### config.mk
export PLATFORM = sky130hd
export DESIGN_NAME = zol_ctrl
export DESIGN_NICKNAME = d
export VERILOG_FILES = /design/src/rtl/zol_pkg.sv /design/src/rtl/zol_match.sv /design/src/rtl/zol_level.sv /design/src/rtl/zol_regbank.sv /design/src/rtl/zol_ctrl.sv
export SDC_FILE = /design/constraint.sdc
export NUM_CORES = 1
export LEC_CHECK = 0
export ABC_CLOCK_PERIOD_IN_PS = 4250
export BUFFER_PORTS_ARGS = -buffer_cell sky130_fd_sc_hd__clkbuf_2
export CORE_MARGIN = 2
export CORE_UTILIZATION = 50
export CTS_BUF_LIST = sky130_fd_sc_hd__clkbuf_4
export CTS_CLUSTER_SIZE = 40
export DETAILED_ROUTE_END_ITERATION = 6
export PLACE_DENSITY_LB_ADDON = 0.2
export RECOVER_POWER = 50
export SETUP_SLACK_MARGIN = 0.05
export SYNTH_ARGS = -nofsm -noshare
export SYNTH_HDL_FRONTEND = slang
export SYNTH_HIERARCHICAL = 1
export SYNTH_SLANG_ARGS = --single-unit
### constraint.sdc
create_clock -name clk -period 4.25 [get_ports clk]
set_input_delay 0.85 -clock clk [delete_from_list [all_inputs] [get_ports clk]]
set_output_delay 0.85 -clock clk [all_outputs]
set_load 0.03 [all_outputs]
### src/rtl/zol_pkg.sv
// Package: shared constants and the register select encoding for the
// zero-overhead loop sequencer. Assumes a fixed 3-bit nesting level.
package zol_pkg;
    localparam int LVL_W = 3;
    localparam logic [LVL_W-1:0] LVL_ZERO = 3'd0;
    localparam logic [LVL_W-1:0] LVL_TWO  = 3'd2;
    localparam logic [LVL_W-1:0] LVL_MAX  = 3'd7;

    typedef enum logic [1:0] {
        SEL_START = 2'd0,
        SEL_END   = 2'd1,
        SEL_COUNT = 2'd2,
        SEL_CTRL  = 2'd3
    } zol_sel_e;
endpackage

### src/rtl/zol_match.sv
// Module: zol_match
// Decides, in the same cycle, whether the prefetch address hits the
// loop's penultimate address and whether that hit repeats or ends the
// loop. Purely combinational. Assumes end_q holds the last body address.
module zol_match #(
    parameter int ADDR_W = 16,
    parameter int CNT_W  = 8
) (
    input  logic              active,
    input  logic              pf_valid,
    input  logic [ADDR_W-1:0] pf_addr,
    input  logic [ADDR_W-1:0] start_q,
    input  logic [ADDR_W-1:0] end_q,
    input  logic [CNT_W-1:0]  cnt_q,
    input  logic              term_q,
    output logic              hit,
    output logic              redir,
    output logic              loop_end,
    output logic [ADDR_W-1:0] redir_addr
);
    logic [ADDR_W-1:0] penult;
    logic              cnt_zero;

    // Compare prefetch against penultimate address and classify the hit.
    always_comb begin
        penult     = end_q - ADDR_W'(1);
        cnt_zero   = (cnt_q == '0);
        hit        = active && pf_valid && (pf_addr == penult);
        redir      = hit && !cnt_zero && !term_q;
        loop_end   = hit && (cnt_zero || term_q);
        redir_addr = start_q;
    end
endmodule

### src/rtl/zol_level.sv
// Module: zol_level
// Tracks the 3-bit nesting level, saturating at its top value, and
// flags a loop command that arrives when no level is left.
// Assumes push and pop are never both requested (caller gives push priority).
module zol_level
    import zol_pkg::*;
(
    input  logic             clk,
    input  logic             rst_n,
    input  logic             cmd_valid,
    input  logic             push,
    input  logic             pop,
    output logic [LVL_W-1:0] level_q,
    output logic             at_max,
    output logic             active,
    output logic             ovf_q
);
    // Status decode taken from the level register.
    always_comb begin
        at_max = (level_q == LVL_MAX);
        active = |level_q;
    end

    // Level counter: up on accepted command, down on loop end.
    always_ff @(posedge clk) begin
        if (!rst_n) begin
            level_q <= LVL_ZERO;
        end else if (push) begin
            level_q <= level_q + 3'd1;
        end else if (pop && level_q != LVL_ZERO) begin
            level_q <= level_q - 3'd1;
        end
    end

    // Overflow flag: one cycle after a command rejected at full level.
    always_ff @(posedge clk) begin
        if (!rst_n) begin
            ovf_q <= 1'b0;
        end else begin
            ovf_q <= cmd_valid && at_max;
        end
    end
endmodule

### src/rtl/zol_regbank.sv
// Module: zol_regbank
// Holds the live loop registers (first address, last address, count),
// their single shadow bank, and the software write and read path.
// Update priority: push, then restore, then decrement, then software write.
// Assumes CNT_W is not wider than ADDR_W.
module zol_regbank
    import zol_pkg::*;
#(
    parameter int ADDR_W = 16,
    parameter int CNT_W  = 8
) (
    input  logic              clk,
    input  logic              rst_n,
    input  logic              push,
    input  logic              restore,
    input  logic              dec,
    input  logic              cap_dec,
    input  logic [ADDR_W-1:0] cmd_start,
    input  logic [ADDR_W-1:0] cmd_end,
    input  logic [CNT_W-1:0]  cmd_count,
    input  logic              wr_en,
    input  zol_sel_e          wr_sel,
    input  logic [ADDR_W-1:0] wr_data,
    output logic [ADDR_W-1:0] start_q,
    output logic [ADDR_W-1:0] end_q,
    output logic [CNT_W-1:0]  cnt_q,
    output logic [ADDR_W-1:0] sh_start,
    output logic [ADDR_W-1:0] sh_end,
    output logic [CNT_W-1:0]  sh_cnt
);
    logic [CNT_W-1:0] cnt_less;

    // Count minus one, shared by decrement and shadow capture.
    always_comb begin
        cnt_less = cnt_q - CNT_W'(1);
    end

    // Live loop registers.
    always_ff @(posedge clk) begin
        if (!rst_n) begin
            start_q <= '0;
            end_q   <= '0;
            cnt_q   <= '0;
        end else if (push) begin
            start_q <= cmd_start;
            end_q   <= cmd_end;
            cnt_q   <= cmd_count;
        end else if (restore) begin
            start_q <= sh_start;
            end_q   <= sh_end;
            cnt_q   <= sh_cnt;
        end else if (dec) begin
            cnt_q   <= cnt_less;
        end else if (wr_en) begin
            case (wr_sel)
                SEL_START: start_q <= wr_data;
                SEL_END:   end_q   <= wr_data;
                SEL_COUNT: cnt_q   <= wr_data[CNT_W-1:0];
                default:   ;
            endcase
        end
    end

    // Shadow bank: captures live values when a loop is pushed.
    always_ff @(posedge clk) begin
        if (!rst_n) begin
            sh_start <= '0;
            sh_end   <= '0;
            sh_cnt   <= '0;
        end else if (push) begin
            sh_start <= start_q;
            sh_end   <= end_q;
            sh_cnt   <= cap_dec ? cnt_less : cnt_q;
        end
    end
endmodule

### src/rtl/zol_ctrl.sv
// Module: zol_ctrl (top)
// Zero-overhead loop sequencer for a fetch stage. Holds one loop frame
// plus one shadow frame, tracks a 3-bit nesting level, redirects fetch
// at the penultimate body address, and honours an early-exit request.
// Assumes a loop command is already decoded and one prefetch address is
// presented per cycle. The redirect is combinational from pf_addr.
module zol_ctrl
    import zol_pkg::*;
#(
    parameter int ADDR_W = 16,
    parameter int CNT_W  = 8
) (
    input  logic              clk,
    input  logic              rst_n,
    input  logic              cmd_valid,
    input  logic [ADDR_W-1:0] cmd_start,
    input  logic [ADDR_W-1:0] cmd_end,
    input  logic [CNT_W-1:0]  cmd_count,
    input  logic              pf_valid,
    input  logic [ADDR_W-1:0] pf_addr,
    output logic              redirect_valid,
    output logic [ADDR_W-1:0] redirect_addr,
    input  logic              sw_we,
    input  logic [1:0]        sw_sel,
    input  logic [ADDR_W-1:0] sw_wdata,
    output logic [ADDR_W-1:0] sw_rdata,
    output logic [2:0]        level,
    output logic              active,
    output logic              ovf_err
);
    zol_sel_e          sel;
    logic [ADDR_W-1:0] start_q;
    logic [ADDR_W-1:0] end_q;
    logic [CNT_W-1:0]  cnt_q;
    logic [ADDR_W-1:0] sh_start;
    logic [ADDR_W-1:0] sh_end;
    logic [CNT_W-1:0]  sh_cnt;
    logic [LVL_W-1:0]  level_q;
    logic              at_max;
    logic              term_q;
    logic              hit;
    logic              redir;
    logic              loop_end;
    logic              push;
    logic              pop;
    logic              restore;
    logic              dec;
    logic              data_we;
    logic              term_set;

    // Control decode: command priority over the match, then software.
    always_comb begin
        sel      = zol_sel_e'(sw_sel);
        push     = cmd_valid && !at_max;
        pop      = loop_end && !push;
        restore  = pop && (level_q == LVL_TWO);
        dec      = redir && !push;
        data_we  = sw_we && !cmd_valid && !hit && (sel != SEL_CTRL);
        term_set = sw_we && (sel == SEL_CTRL) && sw_wdata[0] && active;
    end

    // Early-exit request: set by software, consumed when a loop ends.
    always_ff @(posedge clk) begin
        if (!rst_n) begin
            term_q <= 1'b0;
        end else if (loop_end) begin
            term_q <= 1'b0;
        end else if (term_set) begin
            term_q <= 1'b1;
        end
    end

    // Register read mux; the early-exit bit always reads as zero.
    always_comb begin
        case (sel)
            SEL_START: sw_rdata = start_q;
            SEL_END:   sw_rdata = end_q;
            SEL_COUNT: sw_rdata = ADDR_W'(cnt_q);
            default:   sw_rdata = ADDR_W'({level_q, 1'b0});
        endcase
    end

    zol_match #(.ADDR_W(ADDR_W), .CNT_W(CNT_W)) u_match (
        .active     (active),
        .pf_valid   (pf_valid),
        .pf_addr    (pf_addr),
        .start_q    (start_q),
        .end_q      (end_q),
        .cnt_q      (cnt_q),
        .term_q     (term_q),
        .hit        (hit),
        .redir      (redir),
        .loop_end   (loop_end),
        .redir_addr (redirect_addr)
    );

    zol_level u_level (
        .clk       (clk),
        .rst_n     (rst_n),
        .cmd_valid (cmd_valid),
        .push      (push),
        .pop       (pop),
        .level_q   (level_q),
        .at_max    (at_max),
        .active    (active),
        .ovf_q     (ovf_err)
    );

    zol_regbank #(.ADDR_W(ADDR_W), .CNT_W(CNT_W)) u_bank (
        .clk       (clk),
        .rst_n     (rst_n),
        .push      (push),
        .restore   (restore),
        .dec       (dec),
        .cap_dec   (redir),
        .cmd_start (cmd_start),
        .cmd_end   (cmd_end),
        .cmd_count (cmd_count),
        .wr_en     (data_we),
        .wr_sel    (sel),
        .wr_data   (sw_wdata),
        .start_q   (start_q),
        .end_q     (end_q),
        .cnt_q     (cnt_q),
        .sh_start  (sh_start),
        .sh_end    (sh_end),
        .sh_cnt    (sh_cnt)
    );

    // Drive the status outputs from the level tracker.
    always_comb begin
        level          = level_q;
        redirect_valid = redir;
    end
endmodule

Word-level counts from Yosys, hierarchy flattened
Index checks and enable logic that the tools add are counted.
- reductions and logical operators: 38
- bitwise logic cells: 1
- add/sub/neg operators: 4
- equal/unequal tests: 8
- mux-type cells: 19
- operators by type and width (kind ; count):
    $mux 16 ; 10
    $mux 8 ; 6
    $pmux 16 s3 ; 1
    $logic_and 1x1->1 ; 17
    $eq 16x16->1 ; 1
    $sub 16x1->16 const B ; 1
    $reduce_bool 3->1 ; 4
    $logic_not 8->1 ; 1
    $reduce_bool 4->1 ; 2
    $sub 8x1->8 const B ; 1
    $logic_not 1->1 ; 6
    $mux 3 ; 2
    $reduce_and 3->1 ; 2
    $eq 2x2->1 const B ; 2
    $add 3x1->3 const B ; 1
    $eq 3x2->1 const B ; 1
    $eq 3x3->1 const B ; 1
    $ne 3x3->1 const B ; 1
    $reduce_or 3->1 ; 1
    $sub 3x1->3 const B ; 1
    $eq 2x1->1 const B ; 1
    $logic_not 2->1 ; 1
    $ne 2x2->1 const B ; 1
    $reduce_and 2->1 ; 1
    4 further kinds ; 4
- register bits: 85
- input bits: 79
- output and inout port bits: 38
- logic and storage cells: 79

Depth between registers and ports, before layout
Gate-level depths: netlist (run 1).
- depth in word-level cells: 10
- mapped depth: 15

Hierarchy
The synthesis (run 1) kept the hierarchy.
- by module, submodules not included (module ; instances ; area an instance (µm²) ; cells each):
    zol_regbank ; 1 ; 4020.1 ; 453
    zol_match ; 1 ; 748.2 ; 97
    zol_ctrl ; 1 ; 409.1 ; 47
    zol_level ; 1 ; 212.7 ; 22

Worst setup path after synthesis (run 1)
Ideal clock, no wire load.
- kind: reg2reg
- start point: register u_bank.end_q[0]
- end point: register u_bank.end_q[10]
- stages on the path, launching flop included: 14
- library setup time: 0.128 ns
- clock period less this slack: 4.643 ns
- arrival time: 4.515 ns
- required time: 4.122 ns
- setup slack: -0.393 ns
- path through: dfxtp_1 inv_1 ha_1 or3b_1 or4_4 a2111oi_4 nand4_2 nor4_1 and2_1 nor2_2 a311oi_4 buf_6 mux2i_1 nor2_1
- cells in the longest elaborated chain, start to end: 8
- elaborated cells on any way between the ends: 18
- classes of those cells: add/sub (1); eq/ne (2); mux (2); reduce/logical (13)
- ends and longest elaborated chain (what ; line ; text):
    start, declared ; zol_regbank.sv:25 ; output logic [ADDR_W-1:0] end_q,
    start signal, assigned ; zol_regbank.sv:46 ; end_q <= cmd_end;
    start signal, assigned ; zol_regbank.sv:50 ; end_q <= sh_end;
    start signal, assigned ; zol_regbank.sv:57 ; SEL_END: end_q <= wr_data;
    $sub 16x1->16 ; zol_match.sv:26 ; penult = end_q - ADDR_W'(1);
    $eq 16x16->1 ; zol_match.sv:28 ; hit = active && pf_valid && (pf_addr == penult);
    $logic_and 1x1->1 ; zol_match.sv:28 ;
    $logic_and 1x1->1 (2 in a row) ; zol_match.sv:29 ; redir = hit && !cnt_zero && !term_q;
    named net redirect_valid ; zol_ctrl.sv:21 ; output logic redirect_valid,
    $logic_and 1x1->1 ; zol_ctrl.sv:57 ; dec = redir && !push;
    named net dec ; zol_ctrl.sv:47 ; logic dec;
    $ne 3x3->1 (no line) ; n/a ;
    $reduce_and 3->1 (no line) ; n/a ;
The timed path passes the listed nets, and every way through them passes these cells.
A chain may end at the register's enable or synchronous reset.

Worst setup path after layout (run 1)
- start point: register u_bank.end_q[1]
- end point: output redirect_valid
- cells in the longest elaborated chain, start to end: 5
- ends and longest elaborated chain (what ; line):
    $sub 16x1->16 ; zol_match.sv:26
    $eq 16x16->1 ; zol_match.sv:28
    $logic_and 1x1->1 ; zol_match.sv:28
    $logic_and 1x1->1 (2 in a row) ; zol_match.sv:29
    end, declared ; zol_ctrl.sv:21
Every way passes these cells.

==> results.py, run 1 <==
metrics = {
    "sta": {
        "relSlewSlack_pct": -20.7,
        "finalCritPeriodShare_pct": 95.9,
        "setup_tns_ns": 0,
        "skew_ns": 0.0297,
        "max_slew.worst_pin.slew_ns": 1.81,
        "fmax_ghz": 0.245,
        "rsz0062_at_grt": "no",
        "setup_viol": 0,
        "period_minus_slack_ns": 4.08,
        "hold_viol_final": 0,
        "timing.final.max_slew_violations": 84,
    },
    "power_and_ir_drop": {
        "finalPower_uw": 1890,
        "pwr-share-seq_pct": 48.0,
        "comb_power_share_pct": 25.5,
        "internal_power_uw": 1230,
        "peakVddDrop_uv": 208,
        "switching_power_uw": 664,
        "clkPwrFrac_pct": 26.4,
        "p_sw_share_pct": 35.0,
        "powerDensity_nw_per_um2": 310,
        "leakagePower_uw": 0.00255,
    },
    "grt": {
        "antenna_found_initial": 0,
        "gr-total-overflow": 0,
        "grt_pass1_vias": 4552,
        "globalRouteMet3Util_pct": 4.78,
        "met2_usage_pct": 40.8,
        "use_met1_pct": 38.6,
        "gr-usage-all-layers_pct": 26.8,
        "grt_max_degree": 84,
        "top_usage_layer": "met2",
        "grt_first_pass_wirelength_mm": 24.1,
    },
    "die": {
        "die_x_um": 108,
        "row_count": 37,
        "die_area_um2": 11600,
        "die_h_um": 108,
        "coreArea_um2": 10400,
        "start_util_pct": 51.7,
        "ioPinCount": 117,
    },
    "clock_tree": {
        "path_clk_slew_ns": 0.14,
        "cts_max_level": 3,
        "clock_sinks": 85,
        "clock_path_buffers": 2,
        "insertion_delay_ns": 0.47,
        "cts_tree": "yes",
        "cts_root_buffer": "clkbuf_4",
        "cts_made_buffers": 9,
    },
    "final_layout": {
        "diodes": 0,
        "regArea_um2": 1710,
        "area_growth_pct": 13.5,
        "nFillCells": 1009,
        "nets": 790,
        "final_cells": 849,
        "multi_input_area_um2": 3370,
        "drive_above_1_share_pct": 20.2,
        "utilization_pct": 58.7,
    },
    "drt": {
        "vias": 4932,
        "drt_wl_total_mm": 15.4,
        "ant_nets": 0,
        "via_per_inst": 5.81,
        "first_iter_violations": 422,
        "dr.pass1.iters": 5,
        "wire_per_inst_um": 18.2,
        "drc_errors": 0,
    },
    "critical_path": {
        "critPathMaxFanout": 8,
        "required_ns": 3.40,
        "crit_path_start_kind": "flop",
        "ff2ff_setup_slack_ns": 0.21,
        "critical_path_class": "flop to output pin",
        "end_kind": "output pin",
        "worstPathArrival_ns": 3.23,
    },
    "logic_synthesis": {
        "netlist_area_um2": 5390,
        "synth_edf_count": 0,
        "syn_inst": 619,
        "synth_cell_types": 71,
        "syn-num-nets": 701,
        "yosysWarnings": 6,
        "syn_area_per_cell_um2": 8.71,
        "async_flop_share_pct": 0,
        "synth_ff_type": "dfxtp_1",
        "ys_ff_latch": 85,
        "ys_seq_area_share_pct": 31.6,
    },
    "placed_design": {
        "dpl.hpwl_mm": 11.1,
        "place_inst": 829,
        "gp_congestion": 0.931,
        "io_buffers": 116,
    },
    "outcome": {
        "violations": "max-capacitance violations, max-slew violations",
        "status": "finished, violations left",
    },
    "worst_hold_path": {
        "hp-class": "flop to flop",
    },
    "job": {
        "max_cap_violations": 1,
    },
}
path summary, 6_finish.rpt:
| kind | from | endpoint | cells after the start |
|---|---|---|---|
| worst max-delay path | u_bank/end_q[1] | redirect_valid | 9 |
| worst min-delay path | u_bank/sh_cnt[0] | u_bank/sh_cnt[0] | 2 |
| worst max register to register | u_bank/end_q[1] | u_bank/start_q[12] | 14 |
| worst min register to register | u_bank/sh_cnt[0] | u_bank/sh_cnt[0] | 2 |
kinds of logic (layout without fill, tap and decap cells):
kind of cell	Yosys count	in the layout	synth area share, %
and+or+nand+nor	209	209	19.5
muxes	116	116	22.3
AOI/OAI and AO/OA	113	113	14.2
DFF	85	85	31.6
buffers and inverters	65	159	6.80
xor gates and xnor gates	28	28	4.81
adders and majority gates	3	3	0.836
critical path, stage by stage (launching register included):
cell       delay, ns
dfxtp_4         0.39
inv_1           0.09
ha_4            0.16
or3b_4          0.39
or4_4           0.50
a2111oi_4       0.36
nand4_4         0.19
nor4_4          0.34
buf_6           0.18
buf_4           0.16
power groups by stage:
stage / Clock (uW) / Sequential [uW] / Combinational, uW
2_1_floorplan: 0 / 904 / 355
3_3_place_gp: 0 / 924 / 465
3_5_place_dp: 0 / 926 / 472
4_1_cts: 508 / 908 / 475
5_1_grt: 542 / 917 / 525
6_report: 501 / 910 / 484
per-stage QoR:
| step | hold WS (ns) | area (um2) | worst slack, ns |
|---|---|---|---|
| floorplan | 0.457 | 5410 | 0.212 |
| global placement | 0.472 | 5940 | 0.294 |
| detailed placement | 0.482 | 5940 | 0.0779 |
| CTS | 0.501 | 6100 | 0.0685 |
| global route | 0.532 | 6120 | 0.0384 |
| finish | 0.501 | 6120 | 0.174 |
per-layer routing:
layer	wire length, um	vias to the layer above	share of wire [%]
met5	0	-	0
met4	225	0	1.5
met3	1190	23	7.7
met2	6900	191	45
met1	7120	2342	46
li1	-	2376	-
state kept, by name, summed over array words and instances (netlist names):
name	flops
u_level/ovf_q	1
u_bank/sh_end	16
u_bank/start_q	16
term_q	1
u_bank/sh_start	16
u_level/level_q	3
u_bank/cnt_q	8
u_bank/sh_cnt	8
u_bank/end_q	16
cells in the mapped netlist, types with 3 or more instances:
| library cell | instances | area share [%] |
|---|---|---|
| mux4_2 | 3 | 1.3 |
| nor3b_1 | 8 | 1.1 |
| nor4_1 | 7 | 0.81 |
| nand3b_1 | 3 | 0.42 |
| mux2i_1 | 112 | 21 |
| o22ai_1 | 5 | 0.58 |
| o21ai_0 | 32 | 3.0 |
| o21ai_1 | 17 | 1.6 |
| and3_1 | 3 | 0.35 |
| o32a_1 | 4 | 0.74 |
| buf_4 | 19 | 2.6 |
| buf_2 | 14 | 1.3 |
| inv_1 | 9 | 0.63 |
| nand4_1 | 5 | 0.58 |
| nand2b_1 | 4 | 0.46 |
| a221oi_1 | 4 | 0.65 |
| dfxtp_1 | 85 | 32 |
| o2bb2ai_1 | 5 | 0.81 |
| nand3_1 | 5 | 0.46 |
| a21oi_1 | 18 | 1.7 |
| or3b_1 | 5 | 0.81 |
| or3_1 | 3 | 0.35 |
| xnor2_1 | 19 | 3.1 |
| a211oi_1 | 6 | 0.84 |
| nor3_1 | 6 | 0.56 |
| nor2_1 | 87 | 6.1 |
| xor2_1 | 8 | 1.3 |
| nor2b_1 | 5 | 0.58 |
| nand2_1 | 49 | 3.4 |
| o211ai_1 | 3 | 0.42 |
| clkbuf_1 | 18 | 1.3 |
| buf_6 | 3 | 0.63 |
repair_timing:
item / CTS / global route
endpoints found under the setup margin: 4 / 41
gates resized for setup: 2 / 12
hold buffers: 0 / 0
pin swaps: 2 / 4
setup buffers: 1 / 3
area by class of cell:
| type | instances | share of cell area (%) |
|---|---|---|
| Tap cell | 136 | 2.78 |
| Multi-Input combinational cell | 469 | 55.1 |
| Sequential cell | 85 | 27.9 |
| Clock inverter | 6 | 1.17 |
| Timing Repair Buffer | 133 | 11.2 |
| Inverter | 10 | 0.654 |
| Clock buffer | 10 | 1.23 |
cells in the final DEF, fill, tap and decap left out, types with 3 or more instances in the layout:
cell type	netlist	layout
a211oi_1	6	6
a21oi_1	18	18
a221oi_1	4	4
and3_1	3	3
buf_4	19	13
clkbuf_1	18	30
clkbuf_2	0	87
clkbuf_4	0	10
dfxtp_1	85	84
inv_1	9	8
mux2i_1	112	112
mux4_2	3	3
nand2_1	49	49
nand2b_1	4	4
nand3_1	5	5
nand3b_1	3	3
nand4_1	5	5
nor2_1	87	87
nor2b_1	5	5
nor3_1	6	6
nor3b_1	8	8
nor4_1	7	6
o211ai_1	3	3
o21ai_0	32	32
o21ai_1	17	17
o22ai_1	5	5
o2bb2ai_1	5	5
o32a_1	4	4
or3_1	3	4
or3b_1	5	4
xnor2_1	19	19
xor2_1	8	8
No activity file was read; power rests on OpenSTA's default activity.
==> run 2, diff against run 1 <==
==> constraint.sdc (replaced) <==
create_clock -name clk -period 4.25 [get_ports clk]
set_input_delay 0.425 -clock clk [delete_from_list [all_inputs] [get_ports clk]]
set_output_delay 0.425 -clock clk [all_outputs]
set_load 0.03 [all_outputs]
==> run 2 against run 1 <==
  * Setup slack improved by 0.033 ns
  * Global-route usage about the same
  * The flow now finishes without violations
  * Sequential cell count unchanged
  * Largest power group unchanged
  * Highest routed layer unchanged
  * Utilization decreased by 0.19 points
  * Critical endpoint is now u_bank/cnt_q[3]
  * Wire length increased by 0.83%
  * Clock power decreased by 3%
  * Sequential share of layout area about the same
  * First-iteration DRC count decreased by 19%
==> results.py, run 2 (synthesis results as in run 1) <==
metrics = {
    "grt": {
        "grt_first_pass_wirelength_mm": 24.2,
        "grt_pass1_vias": 4708,
        "grt_max_degree": 66,
        "gr-usage-all-layers_pct": 26.7,
        "gr-total-overflow": 0,
        "antenna_found_initial": 1,
    },
    "sta": {
        "timing.final.ws_setup_ns": 0.207,
        "fin_hold_ws_ns": 0.269,
        "max_slew.worst_pin.slew_ns": 1.30,
        "setup_tns_ns": 0,
        "hold_viol_final": 0,
        "rsz0062_at_grt": "yes",
        "period_minus_slack_ns": 4.04,
        "fmax_ghz": 0.247,
        "relSlewSlack_pct": 13.5,
        "timing.final.max_slew_violations": 0,
        "setup_viol": 0,
        "skew_ns": 0.0198,
        "finalCritPeriodShare_pct": 95.1,
    },
    "final_layout": {
        "nets": 787,
        "final_area_um2": 6100,
        "multi_input_area_um2": 3370,
        "area_growth_pct": 13.1,
        "final_cell_mix": "mux2i_1, nor2_1, dfxtp_1, clkbuf_2, nand2_1",
        "nFillCells": 986,
        "regArea_um2": 1700,
        "drive_above_1_share_pct": 18.9,
        "layout_commonest_cell": "mux2i_1",
    },
    "worst_hold_path": {
        "hold_path_depth": 3,
        "hp-class": "input pin to flop",
        "worstHoldStart": "sw_we",
        "hold_path_end": "term_q",
    },
    "clock_tree": {
        "cts_root_buffer": "clkbuf_4",
        "cts_max_level": 3,
        "postCtsSetupBuffers": 0,
        "insertion_delay_ns": 0.47,
        "post_cts_resize_count": 0,
        "cts_tree": "yes",
        "path_clk_slew_ns": 0.14,
        "clock_path_buffers": 2,
        "cts_hold_buf": 0,
        "clock_sinks": 85,
        "cts_made_buffers": 9,
    },
    "critical_path": {
        "max_stage_delay_ns": 0.51,
        "critPathTopFamily": "simple AND/OR/NAND/NOR gates",
        "worstPathArrival_ns": 4.42,
        "reg2reg_to": "u_bank/cnt_q[3]",
        "crit_chain": "inv_1 -> ha_1 -> or3b_1 -> or4_4 -> a2111oi_4 -> nand4_4 -> nor4_4 -> and2_4 -> buf_4 -> or3b_1 -> o32a_1 -> o22ai_1",
        "crit_buf_inv": 2,
        "crit_path_start_kind": "flop",
        "r2r_cells": 12,
        "critical_path_class": "flop to flop",
        "required_ns": 4.63,
        "ff2ff_setup_slack_ns": 0.21,
        "critPathMaxFanout": 7,
        "crit_top_cell": "or3b_1",
        "r2r-start": "u_bank/end_q[1]",
        "crit_slowest_cell": "or4_4",
        "end_kind": "flop",
    },
    "job": {
        "max_cap_violations": 0,
    },
    "power_and_ir_drop": {
        "comb_power_share_pct": 25.7,
        "pwr-share-seq_pct": 48.4,
        "internal_power_uw": 1220,
        "peakVddDrop_uv": 227,
        "powerDensity_nw_per_um2": 308,
        "p_sw_share_pct": 34.9,
        "clkPwrFrac_pct": 26.0,
        "leakagePower_uw": 0.00253,
        "switching_power_uw": 655,
    },
    "placed_design": {
        "gp_congestion": 0.872,
        "dpl.hpwl_mm": 10.8,
        "io_buffers": 116,
        "place_area_um2": 5950,
        "pre_cts_ws_ns": 0.0973,
    },
    "die": {
        "row_count": 37,
        "start_util_pct": 51.7,
        "die_h_um": 108,
        "ioPinCount": 117,
        "die_x_um": 108,
        "die_area_um2": 11600,
        "coreArea_um2": 10400,
    },
    "drt": {
        "wire_per_inst_um": 18.4,
        "via_per_inst": 5.87,
        "vias": 4975,
        "first_iter_violations": 342,
        "ant_nets": 0,
        "drt_wl_total_mm": 15.6,
        "drc_errors": 0,
        "dr.pass1.iters": 5,
    },
    "outcome": {
        "status": "completed",
    },
}
==> run 2: cell types whose count changed in the layout (fill, tap and decap cells not counted), sizes merged <==
cell	before	now
clkinvlp	2	3
clkinv	1	2
inv	12	10
buf	16	11
diode	0	1
clkbuf	127	129
==> run 2: layer usage <==
| layer | track usage, % | up-vias | part of all wire, % |
|---|---|---|---|
| li1 | - | 2372 | - |
| met1 | 38.3 | 2368 | 47 |
| met5 | 0 | - | 0 |
| met4 | 6.04 | 0 | 1.3 |
| met3 | 6.72 | 19 | 8.2 |
| met2 | 40.3 | 216 | 44 |
==> run 2: area by class of cell <==
type                       instances  area share [%]
sequential                        85            27.9
inverter                          10           0.636
clock buffer                      10            1.23
antenna                            1          0.0410
tap                              136            2.79
multi-input combinational        469            55.2
clock inverter                     6            1.03
timing repair buffer             130            11.2
==> run 2: worst reg2reg max path: stages, from the launching register on <==
cell	delay (ns)
dfxtp_1	0.40
inv_1	0.08
ha_1	0.26
or3b_1	0.42
or4_4	0.51
a2111oi_4	0.42
nand4_4	0.20
nor4_4	0.31
and2_4	0.21
buf_4	0.14
or3b_1	0.44
o32a_1	0.37
o22ai_1	0.19
==> run 2: power by group through the flow <==
stage | clock (uW) | combinational [uW] | sequential [uW]
floorplan | 0 | 355 | 904
global placement | 0 | 465 | 921
detailed placement | 0 | 474 | 924
CTS | 487 | 476 | 907
global route | 521 | 520 | 915
finish | 487 | 482 | 908
==> run 2: through the flow <==
step	power, uW	utilization (%)	instances
global placement	1390	57.2	829
finish	1880	58.5	847
floorplan	1260	-	619
CTS	1870	58.5	845
detailed placement	1400	57.2	829
global route	1960	58.5	847
==> run 2: how the worst max path moves through the flow <==
stage	end	from	cells past startpoint	slack, ns
after detailed placement	u_bank/cnt_q[3]	u_bank/end_q[1]	13	0.1
after global placement	u_bank/cnt_q[5]	u_bank/end_q[1]	13	0.36
after global routing	u_bank/end_q[5]	u_level/level_q[0]	8	0.05
after floorplan	u_bank/end_q[10]	u_bank/end_q[0]	13	0.21
final	u_bank/cnt_q[3]	u_bank/end_q[1]	12	0.21
after CTS	u_bank/cnt_q[3]	u_bank/end_q[1]	13	0.09
